[src/rtl/greg_pkg.sv]
package greg_pkg;
    typedef enum logic [1:0] {
        QS_EMPTY   = 2'd0,
        QS_PARTIAL = 2'd1,
        QS_FULL    = 2'd2
    } qstate_e;
endpackage

[src/rtl/greg_qctl.sv]
module greg_qctl
    import greg_pkg::*;
#(
    parameter int DEPTH = 4
) (
    input  logic    clk,
    input  logic    rst_n,
    input  logic    push_req,
    input  logic    pop_req,
    output logic    push_ok,
    output logic    pop_ok,
    output logic    empty,
    output logic    full,
    output qstate_e state
);
    localparam int CW = $clog2(DEPTH + 1);

    qstate_e       state_q, state_d;
    logic [CW-1:0] count_q, count_d;

    // state register
    always_ff @(posedge clk) begin
        if (!rst_n) begin
            state_q <= QS_EMPTY;
            count_q <= '0;
        end else begin
            state_q <= state_d;
            count_q <= count_d;
        end
    end

    // outputs per state
    always_comb begin
        empty   = 1'b0;
        full    = 1'b0;
        push_ok = 1'b0;
        pop_ok  = 1'b0;
        unique case (state_q)
            QS_EMPTY: begin
                empty   = 1'b1;
                push_ok = push_req;
            end
            QS_PARTIAL: begin
                push_ok = push_req;
                pop_ok  = pop_req;
            end
            QS_FULL: begin
                full   = 1'b1;
                pop_ok = pop_req;
            end
            default: begin
                empty = 1'b1;
            end
        endcase
    end

    // next state
    always_comb begin
        count_d = count_q + CW'(push_ok) - CW'(pop_ok);
        state_d = state_q;
        unique case (state_q)
            QS_EMPTY:   if (push_ok) state_d = QS_PARTIAL;
            QS_PARTIAL: begin
                if (count_d == '0)            state_d = QS_EMPTY;
                else if (count_d == CW'(DEPTH)) state_d = QS_FULL;
            end
            QS_FULL:    if (pop_ok) state_d = QS_PARTIAL;
            default:    state_d = QS_EMPTY;
        endcase
    end

    assign state = state_q;

    AST_NO_OVERFLOW: assert property (@(posedge clk) disable iff (!rst_n)
        full |-> !push_ok);
    AST_FULL_HOLDS: assert property (@(posedge clk) disable iff (!rst_n)
        (full && !pop_req) |=> full);
    AST_EMPTY_NO_POP: assert property (@(posedge clk) disable iff (!rst_n)
        empty |-> !pop_ok);
endmodule

[src/rtl/greg_wfifo.sv]
module greg_wfifo #(
    parameter int DEPTH = 4,
    parameter int W     = 19
) (
    input  logic         clk,
    input  logic         rst_n,
    input  logic         push,
    input  logic         pop,
    input  logic [W-1:0] din,
    output logic [W-1:0] dout
);
    localparam int PW = (DEPTH > 1) ? $clog2(DEPTH) : 1;

    logic [W-1:0]  slots [DEPTH];
    logic [PW-1:0] wr_ptr, rd_ptr;

    function automatic logic [PW-1:0] bump(input logic [PW-1:0] p);
        return (p == PW'(DEPTH - 1)) ? '0 : p + 1'b1;
    endfunction

    always_ff @(posedge clk) begin
        if (!rst_n) begin
            wr_ptr <= '0;
            rd_ptr <= '0;
        end else begin
            if (push) wr_ptr <= bump(wr_ptr);
            if (pop)  rd_ptr <= bump(rd_ptr);
        end
    end

    for (genvar g = 0; g < DEPTH; g++) begin : g_slot
        always_ff @(posedge clk) begin
            if (!rst_n)                         slots[g] <= '0;
            else if (push && wr_ptr == PW'(g))  slots[g] <= din;
        end
    end

    assign dout = slots[rd_ptr];
endmodule

[src/rtl/greg_mirror.sv]
module greg_mirror #(
    parameter int NREG       = 8,
    parameter int DW         = 16,
    parameter int IDW        = 3,
    parameter int SW         = 2,
    parameter int CLUSTER_ID = 0
) (
    input  logic           clk,
    input  logic           rst_n,
    input  logic           lw_en,
    input  logic [IDW-1:0] lw_id,
    input  logic [DW-1:0]  lw_data,
    input  logic           sn_valid,
    input  logic [SW-1:0]  sn_src,
    input  logic [IDW-1:0] sn_id,
    input  logic [DW-1:0]  sn_data,
    input  logic [IDW-1:0] rd_id,
    output logic [DW-1:0]  rd_data
);
    logic [DW-1:0] regs [NREG];
    logic          sn_foreign;

    assign sn_foreign = sn_valid && (sn_src != SW'(CLUSTER_ID));

    for (genvar g = 0; g < NREG; g++) begin : g_reg
        always_ff @(posedge clk) begin
            if (!rst_n)
                regs[g] <= '0;
            else if (lw_en && lw_id == IDW'(g))
                regs[g] <= lw_data;
            else if (sn_foreign && sn_id == IDW'(g))
                regs[g] <= sn_data;
        end
    end

    always_comb begin
        rd_data = '0;
        if (int'(rd_id) < NREG) rd_data = regs[rd_id];
    end

    AST_SNOOP_APPLY: assert property (@(posedge clk) disable iff (!rst_n)
        (sn_foreign && !(lw_en && lw_id == sn_id))
        |=> regs[$past(sn_id)] == $past(sn_data));
    AST_LOCAL_WINS: assert property (@(posedge clk) disable iff (!rst_n)
        lw_en |=> regs[$past(lw_id)] == $past(lw_data));
endmodule

[src/rtl/greg_bcast.sv]
module greg_bcast
    import greg_pkg::*;
#(
    parameter int NREG       = 8,
    parameter int DW         = 16,
    parameter int DEPTH      = 4,
    parameter int NCLUST     = 4,
    parameter int CLUSTER_ID = 0,
    localparam int IDW = $clog2(NREG),
    localparam int SW  = $clog2(NCLUST)
) (
    input  logic           clk,
    input  logic           rst_n,
    input  logic           wr_valid,
    input  logic [IDW-1:0] wr_id,
    input  logic [DW-1:0]  wr_data,
    output logic           wr_ready,
    input  logic [IDW-1:0] rd_id,
    output logic [DW-1:0]  rd_data,
    input  logic           ps_active,
    input  logic           bus_grant,
    output logic           bus_valid,
    output logic [SW-1:0]  bus_src,
    output logic [IDW-1:0] bus_id,
    output logic [DW-1:0]  bus_data,
    input  logic           snoop_valid,
    input  logic [SW-1:0]  snoop_src,
    input  logic [IDW-1:0] snoop_id,
    input  logic [DW-1:0]  snoop_data,
    output logic           drained,
    input  logic           gk_req,
    output logic           gk_issue,
    input  logic           join_req,
    output logic           join_ok
);
    localparam int EW = IDW + DW;

    logic          push_ok, pop_ok, q_empty, q_full;
    logic          slot_free;
    qstate_e       q_state;
    logic [EW-1:0] head;

    assign slot_free = !ps_active && bus_grant;

    greg_qctl #(.DEPTH(DEPTH)) u_qctl (
        .clk      (clk),
        .rst_n    (rst_n),
        .push_req (wr_valid),
        .pop_req  (slot_free),
        .push_ok  (push_ok),
        .pop_ok   (pop_ok),
        .empty    (q_empty),
        .full     (q_full),
        .state    (q_state)
    );

    greg_wfifo #(.DEPTH(DEPTH), .W(EW)) u_fifo (
        .clk   (clk),
        .rst_n (rst_n),
        .push  (push_ok),
        .pop   (pop_ok),
        .din   ({wr_id, wr_data}),
        .dout  (head)
    );

    greg_mirror #(
        .NREG(NREG), .DW(DW), .IDW(IDW), .SW(SW), .CLUSTER_ID(CLUSTER_ID)
    ) u_mirror (
        .clk      (clk),
        .rst_n    (rst_n),
        .lw_en    (push_ok),
        .lw_id    (wr_id),
        .lw_data  (wr_data),
        .sn_valid (snoop_valid),
        .sn_src   (snoop_src),
        .sn_id    (snoop_id),
        .sn_data  (snoop_data),
        .rd_id    (rd_id),
        .rd_data  (rd_data)
    );

    always_comb begin
        wr_ready  = !q_full;
        bus_valid = pop_ok;
        bus_src   = SW'(CLUSTER_ID);
        bus_id    = '0;
        bus_data  = '0;
        if (pop_ok) begin
            bus_id   = head[EW-1:DW];
            bus_data = head[DW-1:0];
        end
        drained  = q_empty;
        gk_issue = gk_req   && q_empty && !wr_valid;
        join_ok  = join_req && q_empty && !wr_valid;
    end

    AST_PS_PRIORITY: assert property (@(posedge clk) disable iff (!rst_n)
        ps_active |-> !bus_valid);
    AST_GK_HELD: assert property (@(posedge clk) disable iff (!rst_n)
        gk_issue |-> (drained && q_state == QS_EMPTY));
    AST_JOIN_HELD: assert property (@(posedge clk) disable iff (!rst_n)
        join_ok |-> drained);
    AST_WRITE_UNDRAINS: assert property (@(posedge clk) disable iff (!rst_n)
        (wr_valid && wr_ready && !bus_valid) |=> !drained);
endmodule

[config.mk]
export PLATFORM = sky130hd
export DESIGN_NAME = greg_bcast
export DESIGN_NICKNAME = d
export VERILOG_FILES = /design/src/rtl/greg_pkg.sv /design/src/rtl/greg_qctl.sv /design/src/rtl/greg_wfifo.sv /design/src/rtl/greg_mirror.sv /design/src/rtl/greg_bcast.sv
export SDC_FILE = /design/constraint.sdc
export NUM_CORES = 1
export LEC_CHECK = 0
export BUFFER_PORTS_ARGS = -buffer_cell sky130_fd_sc_hd__buf_2
export CORE_UTILIZATION = 60
export CTS_BUF_LIST = sky130_fd_sc_hd__clkbuf_16
export DETAILED_ROUTE_END_ITERATION = 7
export PLACE_DENSITY = 0.83
export SLEW_MARGIN = 20
export SYNTH_ARGS = -nofsm -noshare
export SYNTH_HDL_FRONTEND = slang
export SYNTH_SLANG_ARGS = --single-unit
export TNS_END_PERCENT = 1
[constraint.sdc]
create_clock -name clk -period 4.25 [get_ports clk]
set_clock_uncertainty 0.2 [all_clocks]
set_input_delay 0.85 -clock clk [delete_from_list [all_inputs] [get_ports clk]]
set_output_delay 0.85 -clock clk [all_outputs]
set_load 0.05 [all_outputs]
### Word level (Yosys, flattened, before mapping)

Memories as Yosys holds them, arrays and structs flattened. A register that Yosys moved wholly into a read port is not among the register bits.
Cells that the tools add are included.

* bits in registers: 9
* bits in latches: 0
* memory bits (writable): 204
* bits in read-only memories: 0
* output and inout port bits: 42
* logic and storage cells: 196
* memories: 2

Memory list
* u_mirror.regs: words 8, width 16, rd ports 1, clocked after memory_dff 0, write ports 8, line greg_mirror.sv:20 `logic [DW-1:0] regs [NREG];`
* u_fifo.slots: words 4, width 19, rd ports 1, clocked after memory_dff 1, write ports 4, line greg_wfifo.sv:14 `logic [W-1:0] slots [DEPTH];`

* add/subtract/negate cells: 4
* $mul: 0
* div/mod/pow operators: 0
* order comparisons: 0
* eq/ne operators: 24
* shifts and indexed selects: 0
* multiplexer cells: 104
* bitwise operators: 20
* reductions and logical operators: 38

Operators by type and width (count)
* 16-bit two-way mux: 17
* 19-bit two-way mux: 4
* 1-bit two-way mux: 73
* 3-bit equality test (second input constant): 9
* 1-bit logical AND: 26
* 1-bit bitwise OR: 20
* 2-bit two-way mux: 8
* 3-bit by 2-bit equality test with 1-bit output (second input constant): 4
* 3-bit logical NOT: 3
* 2-bit equality test (second input constant): 4
* 3-bit by 1-bit equality test with 1-bit output (second input constant): 2
* 2-bit one-hot mux with 3 select lines: 1
* 2-bit by 1-bit adder with 2-bit output (second input constant): 2
* 2-bit by 1-bit equality test with 1-bit output (second input constant): 2
* 2-bit logical NOT: 2
* 2-bit by 1-bit != test with 1-bit output (second input constant): 2
* 2-bit OR reduction: 2
* 3-bit by 1-bit adder with 3-bit output: 1
* 1-bit logical NOT: 3
* 3-bit two-way mux: 1
* 3-bit by 1-bit != test with 1-bit output (second input constant): 1
* 3-bit AND reduction: 1
* 3-bit by 1-bit subtractor with 3-bit output: 1
* 2-bit nonzero test: 1

### Logic depth before layout (Yosys ltp)

Gate-level depths: netlist of the first run.

* word-level depth: 9
* depth in mapped cells: 13
* gate-level depth less buffers: 13

### Modules after synthesis

Synthesis of the first run repeated with hierarchy kept, for this count alone.

* cells, all modules: 708
* area, all modules: 10819.1 sq um

Modules (own cells, without submodules)
* greg_mirror: instances 1, cells an instance 420, area each 6627.6 sq um, seq. area each 3843.7 sq um
* greg_wfifo: instances 1, cells an instance 221, area each 3629.7 sq um, seq. area each 2402.3 sq um
* greg_qctl: instances 1, cells an instance 40, area each 366.6 sq um, seq. area each 100.1 sq um
* greg_bcast: instances 1, cells an instance 27, area each 195.2 sq um, seq. area each 0.0 sq um

### Worst setup path after synthesis of the first run

Ideal clock, no wire load.

* path kind: input port to flip-flop
* start: in ps_active
* end: reg u_qctl.state_q[1] (netlist: u_qctl.state[1])
* library setup time: 132 ps
* arrival: 3093 ps
* required time: 3918 ps
* slack: 825 ps
* cell stages on the path: 11
* cells stage by stage: nand3b_1 > inv_1 > ha_1 > inv_1 > ha_1 > inv_1 > fa_1 > nand2b_1 > a222oi_1 > nand2b_1 > a21oi_1

* word-level cells in the longest chain between the ends: 7
* elaborated cells between the ends (all ways): 11
* classes of those cells: add/sub (1); eq/ne (3); mux (3); reduce/logical (4)

RTL lines
* start: declaration: line greg_bcast.sv:20 `input logic ps_active,`
* 1-bit logical NOT (*): line greg_bcast.sv:43 `assign slot_free = !ps_active && bus_grant;`
* 1-bit logical AND (*): line greg_bcast.sv:43
* 1-bit two-way mux (*): line greg_qctl.sv:38 `unique case (state_q)`
* net bus_valid: line greg_bcast.sv:22 `output logic bus_valid,`
* 3-bit by 1-bit subtractor with 3-bit output: line greg_qctl.sv:59 `count_d = count_q + CW'(push_ok) - CW'(pop_ok);`
* 3-bit equality test / 3-bit logical NOT (equally long branches): line greg_qctl.sv:65, greg_qctl.sv:64
* 3-bit by 1-bit != test with 1-bit output (no line) / 2-bit two-way mux (equally long branches)
* 3-bit AND reduction (no line) / 2-bit one-hot mux with 3 select lines (equally long branches)
* end signal: assignment: line greg_qctl.sv:27 `state_q <= state_d;`
* end: declaration: line greg_qctl.sv:18 `qstate_e state_q, state_d;`

Mark *: on every way through the listed nets, which the timed path passes. The rest lies on a longest branch.
A chain may end at the register's enable or synchronous reset.

### Worst setup path in the final report of the first run

* start: in rd_id[1]
* end: out rd_data[3]

* word-level cells in the longest chain between the ends: 1

RTL lines
* start: declaration: line greg_bcast.sv:18 `input logic [IDW-1:0] rd_id,`
* memory 8 x 16 bit
* end: declaration: line greg_bcast.sv:19 `output logic [DW-1:0] rd_data,`

Every way passes these cells.

==> qor.txt, run 1 <==
Critical path class = input pin to output port
Die area = 18580 µm²
Detail Route Antenna Nets = 0
CP max-delay cell = buf_2
Final net count = 856
Setup TNS = 0 ps
Post-CTS Setup Bufs = 0
Global-route wire length before repair = 43130 µm
Register-to-Register Path Depth = 13
Post-Syn Area = 10820 µm²
Worst Path Max Fanout = 17
Hold Vio Cnt, Final = 0
Worst slew pin tran = 1031 ps
Lkg Pwr = 0.004398 µW
RR Startpoint = u_qctl.state[1]
CTS Buf Count = 22
Fraction of layout cells with a size suffix above 1 = 0.3019
Critical R2R Capture = u_qctl.state[1]
Die Ht = 136.3 µm
Crit path DAT = 2380 ps
Critical Path Max Stage Delay = 400 ps
Fin cells = 1033
Cell variety after synth = 47
Post-route DRC = 0
DP Wirelength = 17150 µm
Cell chain of the critical path = buf_2, buf_4, mux4_2, mux2_2, buf_2
Clock root buffer = clkbuf_16
Yosys warns = 0
Fmax = 0.2916 GHz
CTS Hold Bufs = 0
Initial core utilization = 0.6192
PortBufs = 90
Commonest cells after routing, fill and taps aside = edfxtp_1, buf_2, a32o_1
Vias/cell = 7.226
Fin crit share = 0.8069
Power per standard cell area = 448.8 nW/µm²
Required time worst endpoint = 3200 ps
Synth area leaders = edfxtp_1, mux4_2, a32o_1
RePlAce Congestion = 0.8599
Sequential-to-total area share from yosys stat = 0.5864
Footprint of the multi-input gates = 4051 µm²
Fillers = 1128
I/O Pins = 93
Peak supply drop = 0.6223 mV
Total GRT Usage = 0.3166
CP Capture Type = output port
FF-to-FF setup slack = 960 ps
Total grt overflow = 0
Number of setup violations in the final report = 0
Routed length per instance = 27.59 µm
Crit path capture = rd_data[3]
Post-synth top area share = 0.5661
FF+latch count, synth = 215
Routed Wire Length = 28500 µm
Mapped Cells = 747
Core ar. = 17480 µm²
Cell taking the most area after synthesis = edfxtp_1
Sink Count = 215
Max clock buf depth = 3
Min cycle time layout = 3429 ps
M1 WL = 9915 µm
Clock transition at path regs = 60 ps
Maximum number of pins on one net before global-route repair = 55
Syn Area/Cell = 14.49 µm²
Critical Path Start = rd_id[1]
Met3 WL post-DR = 3365 µm
Max_cap viols = 0
WHS = 294.1 ps
Most common cell after layout, fill and taps aside = edfxtp_1
CTS tree = built
CTS HTree Levels = 1
Via count = 7464
Placed Cells = 994
Max_slew headroom = 0.3103
Clk Latency, worst-skew pair = 510 ps
Area Overhead vs Synth = 11.32%
Rows = 48
Outcome = finished clean
WL met2 = 13990 µm
Initial antenna violation count = 3
Number of global-route vias before repair = 7514
Post-cts repair resize count = 0
Fin. max-slew vios = 0
Reg area = 6346 µm²
Highest metal layer with signal wires = met5
TritonRoute pass-1 iters = 6
Worst Hold Class = flop to flop
Die span in x = 136.3 µm
Startpoint Class = input pin
Initial DRC count = 1060
Unrepaired setup endpoints after global routing = no
Critical Path Most Common Cell = buf_2
[logic make-up after synthesis]
family	after synthesis	synth area share
buffers and inverters	107	0.04220
DFF	215	0.5864
other	1	0.0003465
muxes	67	0.1228
adders and majority gates	12	0.01457
xor gates and xnor gates	2	0.001619
AOI/OAI and AO/OA	147	0.1301
and+or+nand+nor	196	0.1020
[stage by stage]
step | util | instance area [µm²] | setup WS (ps) | total power [µW]
after global placement | 0.6506 | 11370 | 897.6 | 3559
final | 0.6893 | 12050 | 820.8 | 5406
after CTS | 0.6889 | 12040 | 849.4 | 5407
after floorplan | - | 10830 | 825.4 | 3333
after global routing | 0.6889 | 12040 | 724.7 | 5562
after detailed placement | 0.6506 | 11370 | 746.7 | 3608
[per-layer routing]
layer,vias up,GRT usage
met3,122,0.06264
met4,4,0.1463
met2,600,0.5240
met1,3688,0.4035
li1,3050,-
met5,-,0
[state kept, by name, indices dropped and copies added, names as in the netlist, named ones only]
signal	count
u_fifo.rd_ptr	2
u_fifo.slots	76
u_fifo.wr_ptr	2
u_mirror.regs	128
u_qctl.count_q	3
u_qctl.state	2
[synthesized netlist by cell type, drive strengths merged]
library cell    n
o2bb2ai        32
o21a            2
and3            7
conb            1
xnor2           1
xor2            1
o211ai          3
or4             1
buf            38
o221ai          3
a32o           80
o221a          16
nor2b          19
and2           77
a21oi           5
clkbuf         54
mux2           16
ha             11
nand3b          2
or2             1
nand2b          4
or3             3
o21ai           1
a222oi          1
edfxtp        204
o32ai           1
nand3           4
a211o           2
nor4b           1
inv            15
nor2           21
nand2          50
o31ai           1
dfxtp          11
mux4           51
fa              1
nor3            6
[cell type report]
cell class / instances / share of cell area
clock inverter: 13 / 0.007686
tap: 225 / 0.02337
clock buffer: 23 / 0.04778
timing repair buffer: 113 / 0.05276
sequential: 215 / 0.5268
inverter: 15 / 0.004674
antenna: 3 / 0.0006232
multi-input combinational: 426 / 0.3363
[worst max-delay path, delay by kind of cell]
| kind | cells | cell delay, ps |
|---|---|---|
| buf+inv | 3 | 910 |
| mux | 2 | 620 |
[worst min path at each step]
| stage | from | endpoint | slack [ps] | cells past startpoint |
|---|---|---|---|---|
| 3_5_place_dp | u_fifo.rd_ptr[1] | flop | 290 | 2 |
| 6_report | u_fifo.rd_ptr[1] | flop | 290 | 2 |
| 5_1_grt | u_fifo.rd_ptr[1] | flop | 330 | 2 |
| 3_3_place_gp | u_fifo.rd_ptr[1] | u_fifo.rd_ptr[1] | 270 | 2 |
| 2_1_floorplan | u_fifo.rd_ptr[1] | flop | 250 | 2 |
| 4_1_cts | u_fifo.rd_ptr[1] | flop | 290 | 2 |
[power by group]
group | internal [µW] | switching (µW)
sequential | 2540 | 70.2
combinational | 338 | 630
clock | 1040 | 791
total | 3920 | 1490
Note: power is estimated with default switching activity, not from simulation.
==> run 2, diff against run 1 <==
--- a/config.mk
+++ b/config.mk
@@ -5,6 +5,7 @@
 export SDC_FILE = /design/constraint.sdc
 export NUM_CORES = 1
 export LEC_CHECK = 0
+export ABC_AREA = 1
 export BUFFER_PORTS_ARGS = -buffer_cell sky130_fd_sc_hd__buf_2
 export CORE_UTILIZATION = 60
 export CTS_BUF_LIST = sky130_fd_sc_hd__clkbuf_16
==> constraint.sdc (replaced) <==
create_clock -name clk -period 3.2 [get_ports clk]
set_clock_uncertainty 0.2 [all_clocks]
set_input_delay 0.64 -clock clk [delete_from_list [all_inputs] [get_ports clk]]
set_output_delay 0.64 -clock clk [all_outputs]
set_load 0.05 [all_outputs]
==> run 2 against run 1 <==
  * Sequential power is 36% higher
  * Routed wire length up 7.9%
  * Non-clock buffer count increased by 19
  * Utilization is 0.076 points higher
  * Critical path type is now flop to output port
==> qor.txt, run 2 <==
Outcome = finished clean
Rows = 49 (+2.1%)
RR Startpoint = u_qctl.state[0]
Min cycle time layout = 3078 ps
Worst Hold Class = input pin to flop
Main combinational cell family by area after synthesis = simple AND/OR/NAND/NOR gates
Via count = 9526 (+28%)
Post-cts repair resize count = 0 (unchanged)
CTS Hold Bufs = 0 (unchanged)
CTS Buf Count = 22 (unchanged)
Number of setup violations in the final report = 0 (unchanged)
Clock transition at path regs = 60 ps (about the same)
Cell taking the most area after synthesis = edfxtp_1
Fin crit share = 0.9619
Total grt overflow = 0 (unchanged)
Switching pwr = 2411 µW (+62%)
Critical path class = flop to output port
Yosys warns = 0 (unchanged)
Fmax = 0.3249 GHz
Max_cap viols = 0 (unchanged)
Clock root buffer = clkbuf_16
Post-synthesis simple-gate area fraction = 0.2482 (+0.1462)
Peak supply drop = 0.4927 mV (-21%)
Register-to-Register Path Depth = 15 (+2)
Async set-reset flop share out of synthesis = 0 (unchanged)
Layout Cell Area excl Fill = 12400 µm² (+2.9%)
CP Capture Type = output port
Fin. max-slew vios = 0 (unchanged)
Crit path DAT = 2240 ps (-140 ps)
Dpl ws = 374.1 ps (-372.6 ps)
Die span in x = 137.6 µm (+0.96%)
Routed length per instance = 19.17 µm (-31%)
Critical Path Start = u_qctl.state[0]
Initial antenna violation count = 0 (-3)
XOR/XNOR Fraction of Synth Area = 0 (-0.001619)
Area Overhead vs Synth = 12.34%
CTS tree = built
Required time worst endpoint = 2360 ps (-840 ps)
Critical Path Stages = 6 (+1)
Synth area leaders = edfxtp_1, nor2_1, nand2_1
FF-to-FF setup slack = 350 ps (-610 ps)
Routed Wire Length = 30750 µm (+7.9%)
Worst Path Max Fanout = 21 (+4)
Lkg Pwr = 0.005290 µW (+20%)
Core ar. = 17960 µm² (+2.8%)
Post-synth top area share = 0.5552 (-0.01091)
Worst slew pin tran = 931.2 ps (-99.95 ps)
P_int = 5130 µW (+31%)
RePlAce Congestion = 0.8727 (+1.5%)
Clk pwr share = 0.305 (-0.033)
Most common cell after layout, fill and taps aside = nor2_1
Die Ht = 137.6 µm (+0.96%)
Post-synth EDFFs = 204 (unchanged)
Compound-Gate Fraction of Synth Area = 0.1064 (-0.02371)
Setup TNS = 0 ps (unchanged)
Global-route wire length before repair = 46770 µm (+8.4%)
Sink Count = 215 (unchanged)
Initial core utilization = 0.6143 (-0.004936)
Final worst slack = 121.9 ps (-698.9 ps)
Post-route DRC = 0 (unchanged)
Number of global-route vias before repair = 8688 (+16%)
I/O Pins = 93 (unchanged)
Critical Path Max Stage Delay = 370 ps (-30 ps)
PortBufs = 90 (unchanged)
Max_slew headroom = 0.3792 (+0.06886)
Startpoint Class = flop
Unrepaired setup endpoints after global routing = no
Final net count = 1423 (+66%)
Max clock buf depth = 3 (unchanged)
Largest reg by FF count = u_mirror.regs
Post-Syn Area = 11030 µm² (+2.0%)
FF+latch count, synth = 215 (unchanged)
Cell with the most instances after synthesis = nor2_1
Fraction of layout cells with a size suffix above 1 = 0.1345 (-0.1673)
Commonest cells in the netlist = nor2_1, nand2_1, edfxtp_1, o21ai_0, inv_1
CP bufs+invs = 3 (unchanged)
Die area = 18940 µm² (+1.9%)
Largest register FFs = 128 (unchanged)
Crit path capture = bus_data[4]
Sequential Power Share = 0.470 (-0.013)
CP max-delay cell = dfxtp_1
Initial DRC count = 1074 (+1.3%)
Commonest cells after routing, fill and taps aside = nor2_1, nand2_1, edfxtp_1
Maximum number of pins on one net before global-route repair = 65 (+18%)
Sequential-to-total area share from yosys stat = 0.5751 (-0.01130)
Post-synthesis mux area share = 0 (-0.1228)
Power per standard cell area = 608.4 nW/µm² (+36%)
Cell variety after synth = 29 (-38%)
Syn Area/Cell = 8.567 µm² (-41%)
Main synth FF type = edfxtp_1
TritonRoute pass-1 iters = 5 (-1)
Sw frac = 0.3198 (+0.04395)
Cell chain of the critical path = inv_1, ha_1, nand3_1, buf_4, a21oi_1, buf_2
Vias/cell = 5.939 (-18%)
Hold Vio Cnt, Final = 0 (unchanged)
Combinational Power Share = 0.225 (+0.046)
Top cell family by delay on the critical path = buffers and inverters
DP Wirelength = 19000 µm (+11%)
CTS HTree Levels = 1 (unchanged)
Clk Latency, worst-skew pair = 510 ps (about the same)
Mapped Cells = 1288 (+72%)
Total GRT Usage = 0.3332 (+0.01666)
Adder-cell share of the synthesized area = 0.01429 (-0.0002808)
Critical R2R Capture = u_qctl.state[1]
# diodes = 0 (-3)
Dpl cell area = 11760 µm² (+3.4%)
Detail Route Antenna Nets = 0 (unchanged)
Top Registers = u_mirror.regs (128), u_fifo.slots (76), u_qctl.count_q (3)
Post-CTS Setup Bufs = 0 (unchanged)
[run 2: cell count changes after synthesis, sizes merged, moves of 49 or more]
| cell | change |
|---|---|
| inv | +49 |
| nor2 | +302 |
| mux4 | -51 |
| and2 | -77 |
| a32o | -80 |
| nand2 | +239 |
| o21ai | +204 |
[run 2: layer usage]
layer	part of all wire	up-vias	GRT usage
met1	0.36	4351	0.4369
met4	0.036	0	0.1563
met3	0.13	96	0.05151
met2	0.48	664	0.5452
met5	0	-	0
li1	-	4415	-
[run 2: logic make-up after synthesis]
family | count (synthesis)
DFF | 215
buffers and inverters | 150
adders and majority gates | 12
AOI/OAI and AO/OA | 229
other | 1
and+or+nand+nor | 681
[run 2: worst min-delay path by stage]
stage	endpoint	slack [ps]	cells after the start	start
global route	u_mirror.regs[5][10]	260	3	snoop_data[10]
finish	u_mirror.regs[5][10]	270	3	snoop_data[10]
detailed placement	u_fifo.rd_ptr[1]	300	2	u_fifo.rd_ptr[1]
floorplan	u_fifo.wr_ptr[0]	270	2	u_fifo.wr_ptr[0]
CTS	u_mirror.regs[5][10]	250	3	snoop_data[10]
global placement	u_fifo.wr_ptr[0]	290	2	u_fifo.wr_ptr[0]
[run 2: metrics by stage]
step	power (µW)	utilization	hold slack, ps	instances
after CTS	7525	0.6900	253.3	1604
final	7541	0.6900	266.6	1604
after global routing	7842	0.6900	262.5	1604
after detailed placement	5257	0.6547	299.0	1565
after floorplan	4773	-	273.5	1289
after global placement	5198	0.6547	291.7	1565
[run 2: layout make-up]
cell class | count | area (µm²)
Inverter | 65 | 244.0
Timing Repair Buffer | 132 | 803.3
Tap cell | 229 | 286.5
Fill cell | 1379 | 5568
Sequential cell | 215 | 6346
Clock buffer | 22 | 550.5
Clock inverter | 17 | 85.08
Multi-Input combinational cell | 924 | 4080
[run 2: power groups by stage]
stage | logic [µW] | clock network (µW) | registers, µW
after floorplan | 1210 | 0 | 3570
after global placement | 1610 | 0 | 3580
after detailed placement | 1660 | 0 | 3600
after CTS | 1680 | 2310 | 3540
after global routing | 1870 | 2410 | 3570
final | 1700 | 2300 | 3540
[run 2: worst min-delay path: cells and delay by family]
kind / cells / cell delay (ps)
AND/OR/NAND/NOR: 2 / 130
buffers and inverters: 1 / 120
==> run 3, diff against run 2 <==
--- a/config.mk
+++ b/config.mk
@@ -5,8 +5,8 @@
 export SDC_FILE = /design/constraint.sdc
 export NUM_CORES = 1
 export LEC_CHECK = 0
-export ABC_AREA = 1
 export BUFFER_PORTS_ARGS = -buffer_cell sky130_fd_sc_hd__buf_2
+export CAP_MARGIN = 40
 export CORE_UTILIZATION = 60
 export CTS_BUF_LIST = sky130_fd_sc_hd__clkbuf_16
 export DETAILED_ROUTE_END_ITERATION = 7
==> run 3 against run 2 <==
  * Utilization rose by 0.88 points
  * Clock power rose by 4%
  * Via count fell by 22%
  * Register-to-register slack got worse by 250 ps
  * Non-clock buffer count fell by 4
  * Global-route usage fell by 2.0 points
  * Count of clock-buffer cells in the layout rose by 1
  * Critical path depth rose by 8
  * Combinational power fell by 20%
  * First-iteration DRC count fell by 17%
  * Power fell by 4.4%
  * Highest routed layer is now met5
==> qor.txt, run 3 (synthesis gave the netlist of run 1 again) <==
Max clock buf depth = 3 (unchanged)
Largest register FFs = 128 (unchanged)
Global-route wire length before repair = 42130 µm (-9.9%)
Cell chain of the critical path = inv_1, ha_1, nand3b_1, clkinvlp_4, ha_4, inv_1, ha_1, inv_1, fa_1, nand2b_1, a222oi_1, buf_4, nand3b_1, a21oi_1
Combinational Power Share = 0.189 (-0.036)
Clock root buffer = clkbuf_16
Via count = 7395 (-22%)
Number of global-route vias before repair = 7388 (-15%)
CP bufs+invs = 5 (+2)
Crit path DAT = 3330 ps (+1090 ps)
Critical path class = flop to flop
Clk Latency, worst-skew pair = 510 ps (about the same)
TritonRoute pass-1 iters = 6 (+1)
Min cycle time layout = 3102 ps (+24.16 ps)
Setup TNS = 0 ps (unchanged)
Initial core utilization = 0.6192 (+0.004936)
Hold path cells = 2 (-1)
Most common cell after layout, fill and taps aside = edfxtp_1
Core ar. = 17480 µm² (-2.7%)
Largest reg by FF count = u_mirror.regs
Die area = 18580 µm² (-1.9%)
P_int = 5233 µW (+2.0%)
Fmax = 0.3223 GHz (-0.78%)
Clock transition at path regs = 60 ps (about the same)
Total grt overflow = 0 (unchanged)
Power consumption = 7213 µW (-4.4%)
Die Ht = 136.3 µm (-0.95%)
Layout Cell Area excl Fill = 12210 µm² (-1.5%)
RePlAce Congestion = 0.8825 (+1.1%)
Fillers = 1131 (-18%)
Top cell family by delay on the critical path = adder cells
DP Wirelength = 16860 µm (-11%)
Routed Wire Length = 28170 µm (-8.4%)
Commonest cells after routing, fill and taps aside = edfxtp_1, buf_2, a32o_1
Reg area = 6349 µm² (about the same)
Total GRT Usage = 0.3130 (-0.02027)
Critical Path Most Common Cell = inv_1
Initial DRC count = 896 (-17%)
Max_slew headroom = 0.5471 (+0.1679)
Area Overhead vs Synth = 12.87%
FF-to-FF setup slack = 100 ps (-250 ps)
Hold worst-path end = u_fifo.wr_ptr[0]
Peak supply drop = 0.5288 mV (+7.3%)
Outcome = finished clean
Register-to-Register Path Depth = 14 (-1)
Worst Path Max Fanout = 4 (-81%)
Detail Route Antenna Nets = 0 (unchanged)
Fin crit share = 0.9695 (+0.007551)
Die span in x = 136.3 µm (-0.95%)
Rows = 48 (-2.0%)
CP Capture Type = flop
Dpl cell area = 11520 µm² (-2.0%)
I/O Pins = 93 (unchanged)
Lkg Pwr = 0.004484 µW (-15%)
Footprint of the multi-input gates = 4064 µm² (-0.40%)
Initial antenna violation count = 5 (+5)
Power per standard cell area = 590.5 nW/µm² (-2.9%)
Worst slew pin tran = 676.4 ps (-254.8 ps)
Vias/cell = 7.043 (+19%)
Fraction of layout cells with a size suffix above 1 = 0.3203 (+0.1858)
Number of setup violations in the final report = 0 (unchanged)
Fin. max-slew vios = 0 (unchanged)
Worst Hold Class = flop to flop
Required time worst endpoint = 3430 ps (+1070 ps)
CTS HTree Levels = 1 (unchanged)
Hold Vio Cnt, Final = 0 (unchanged)
Routed length per instance = 26.82 µm (+40%)
Max_cap viols = 0 (unchanged)
Sink Count = 215 (unchanged)
Top Registers = u_mirror.regs (128), u_fifo.slots (76), u_qctl.count_q (3)
CP max-delay cell = fa_1
Startpoint Class = flop
Sw frac = 0.2745 (-0.04527)
Switching pwr = 1980 µW (-18%)
Final net count = 871 (-39%)
Hold path start = u_fifo.wr_ptr[0]
CTS tree = built
Maximum number of pins on one net before global-route repair = 65 (unchanged)
CTS Buf Count = 22 (unchanged)
PortBufs = 90 (unchanged)
Clk pwr share = 0.332 (+0.027)
Critical R2R Capture = u_qctl.state[1]
Critical Path Max Stage Delay = 510 ps (+140 ps)
Post-route DRC = 0 (unchanged)
RR Startpoint = u_qctl.state[1]
Sequential Power Share = 0.479 (+0.009)
[run 3: repair_timing]
| item | 4_1_cts | 5_1_grt |
|---|---|---|
| hold buffers | 0 | 0 |
| gates resized for setup | 0 | 1 |
| buffers inserted | 0 | 2 |
| endpoints found under the setup margin | 0 | 2 |
[run 3: worst reg2reg max path: cells and delay by family (launching register included)]
kind	cells	cell delay, ps
buf+inv	5	540
simple gates	3	310
flops	1	360
fa+ha+maj	4	1200
compound gates	2	410
[run 3: worst max path at each step]
stage                    start         endpoint  slack (ps)  depth (start not counted)
4_1_cts        u_qctl.state[1]  u_qctl.state[1]          30                         13
3_3_place_gp         ps_active  u_qctl.state[1]         230                         12
6_report       u_qctl.state[1]  u_qctl.state[1]         100                         14
3_5_place_dp         bus_grant  u_qctl.state[1]          30                         12
5_1_grt        u_qctl.state[1]  u_qctl.state[1]         -40                         14
2_1_floorplan  u_qctl.state[0]  u_qctl.state[1]           9                         13
[run 3: cell type report]
| class | instances | area share |
|---|---|---|
| multi-input cells | 426 | 0.3327 |
| clock buffers | 23 | 0.04712 |
| flip-flops and latches | 215 | 0.5198 |
| repair buffers | 128 | 0.06433 |
| well taps | 225 | 0.02305 |
| diodes | 4 | 0.0008195 |
| inverters | 15 | 0.005122 |
| clock inverters | 14 | 0.007068 |
[run 3: metal layers]
metal / global-route usage / routed length, µm / vias to the layer above
met3: 0.07196 / 3291 / 90
met5: 0 / 14 / -
met4: 0.1340 / 1088 / 2
met2: 0.5113 / 13840 / 556
li1: - / - / 3081
met1: 0.4028 / 9927 / 3666
[run 3: power groups by stage]
stage / Clock (µW) / Sequential (µW) / Combinational [µW]
6_report: 2400 / 3460 / 1360
5_1_grt: 2490 / 3480 / 1440
4_1_cts: 2400 / 3460 / 1330
3_5_place_dp: 0 / 3510 / 1320
3_3_place_gp: 0 / 3490 / 1270
2_1_floorplan: 0 / 3480 / 954
[run 3: through the flow]
stage	worst slack, ps	utilization	std cells	hold WS (ps)
floorplan	9.033	-	748	254.1
global placement	233.8	0.6594	1007	269.2
detailed placement	32.95	0.6594	1007	280.7
CTS	26.11	0.6973	1044	301.7
global route	-39.30	0.6986	1048	319.4
finish	97.70	0.6989	1050	302.3
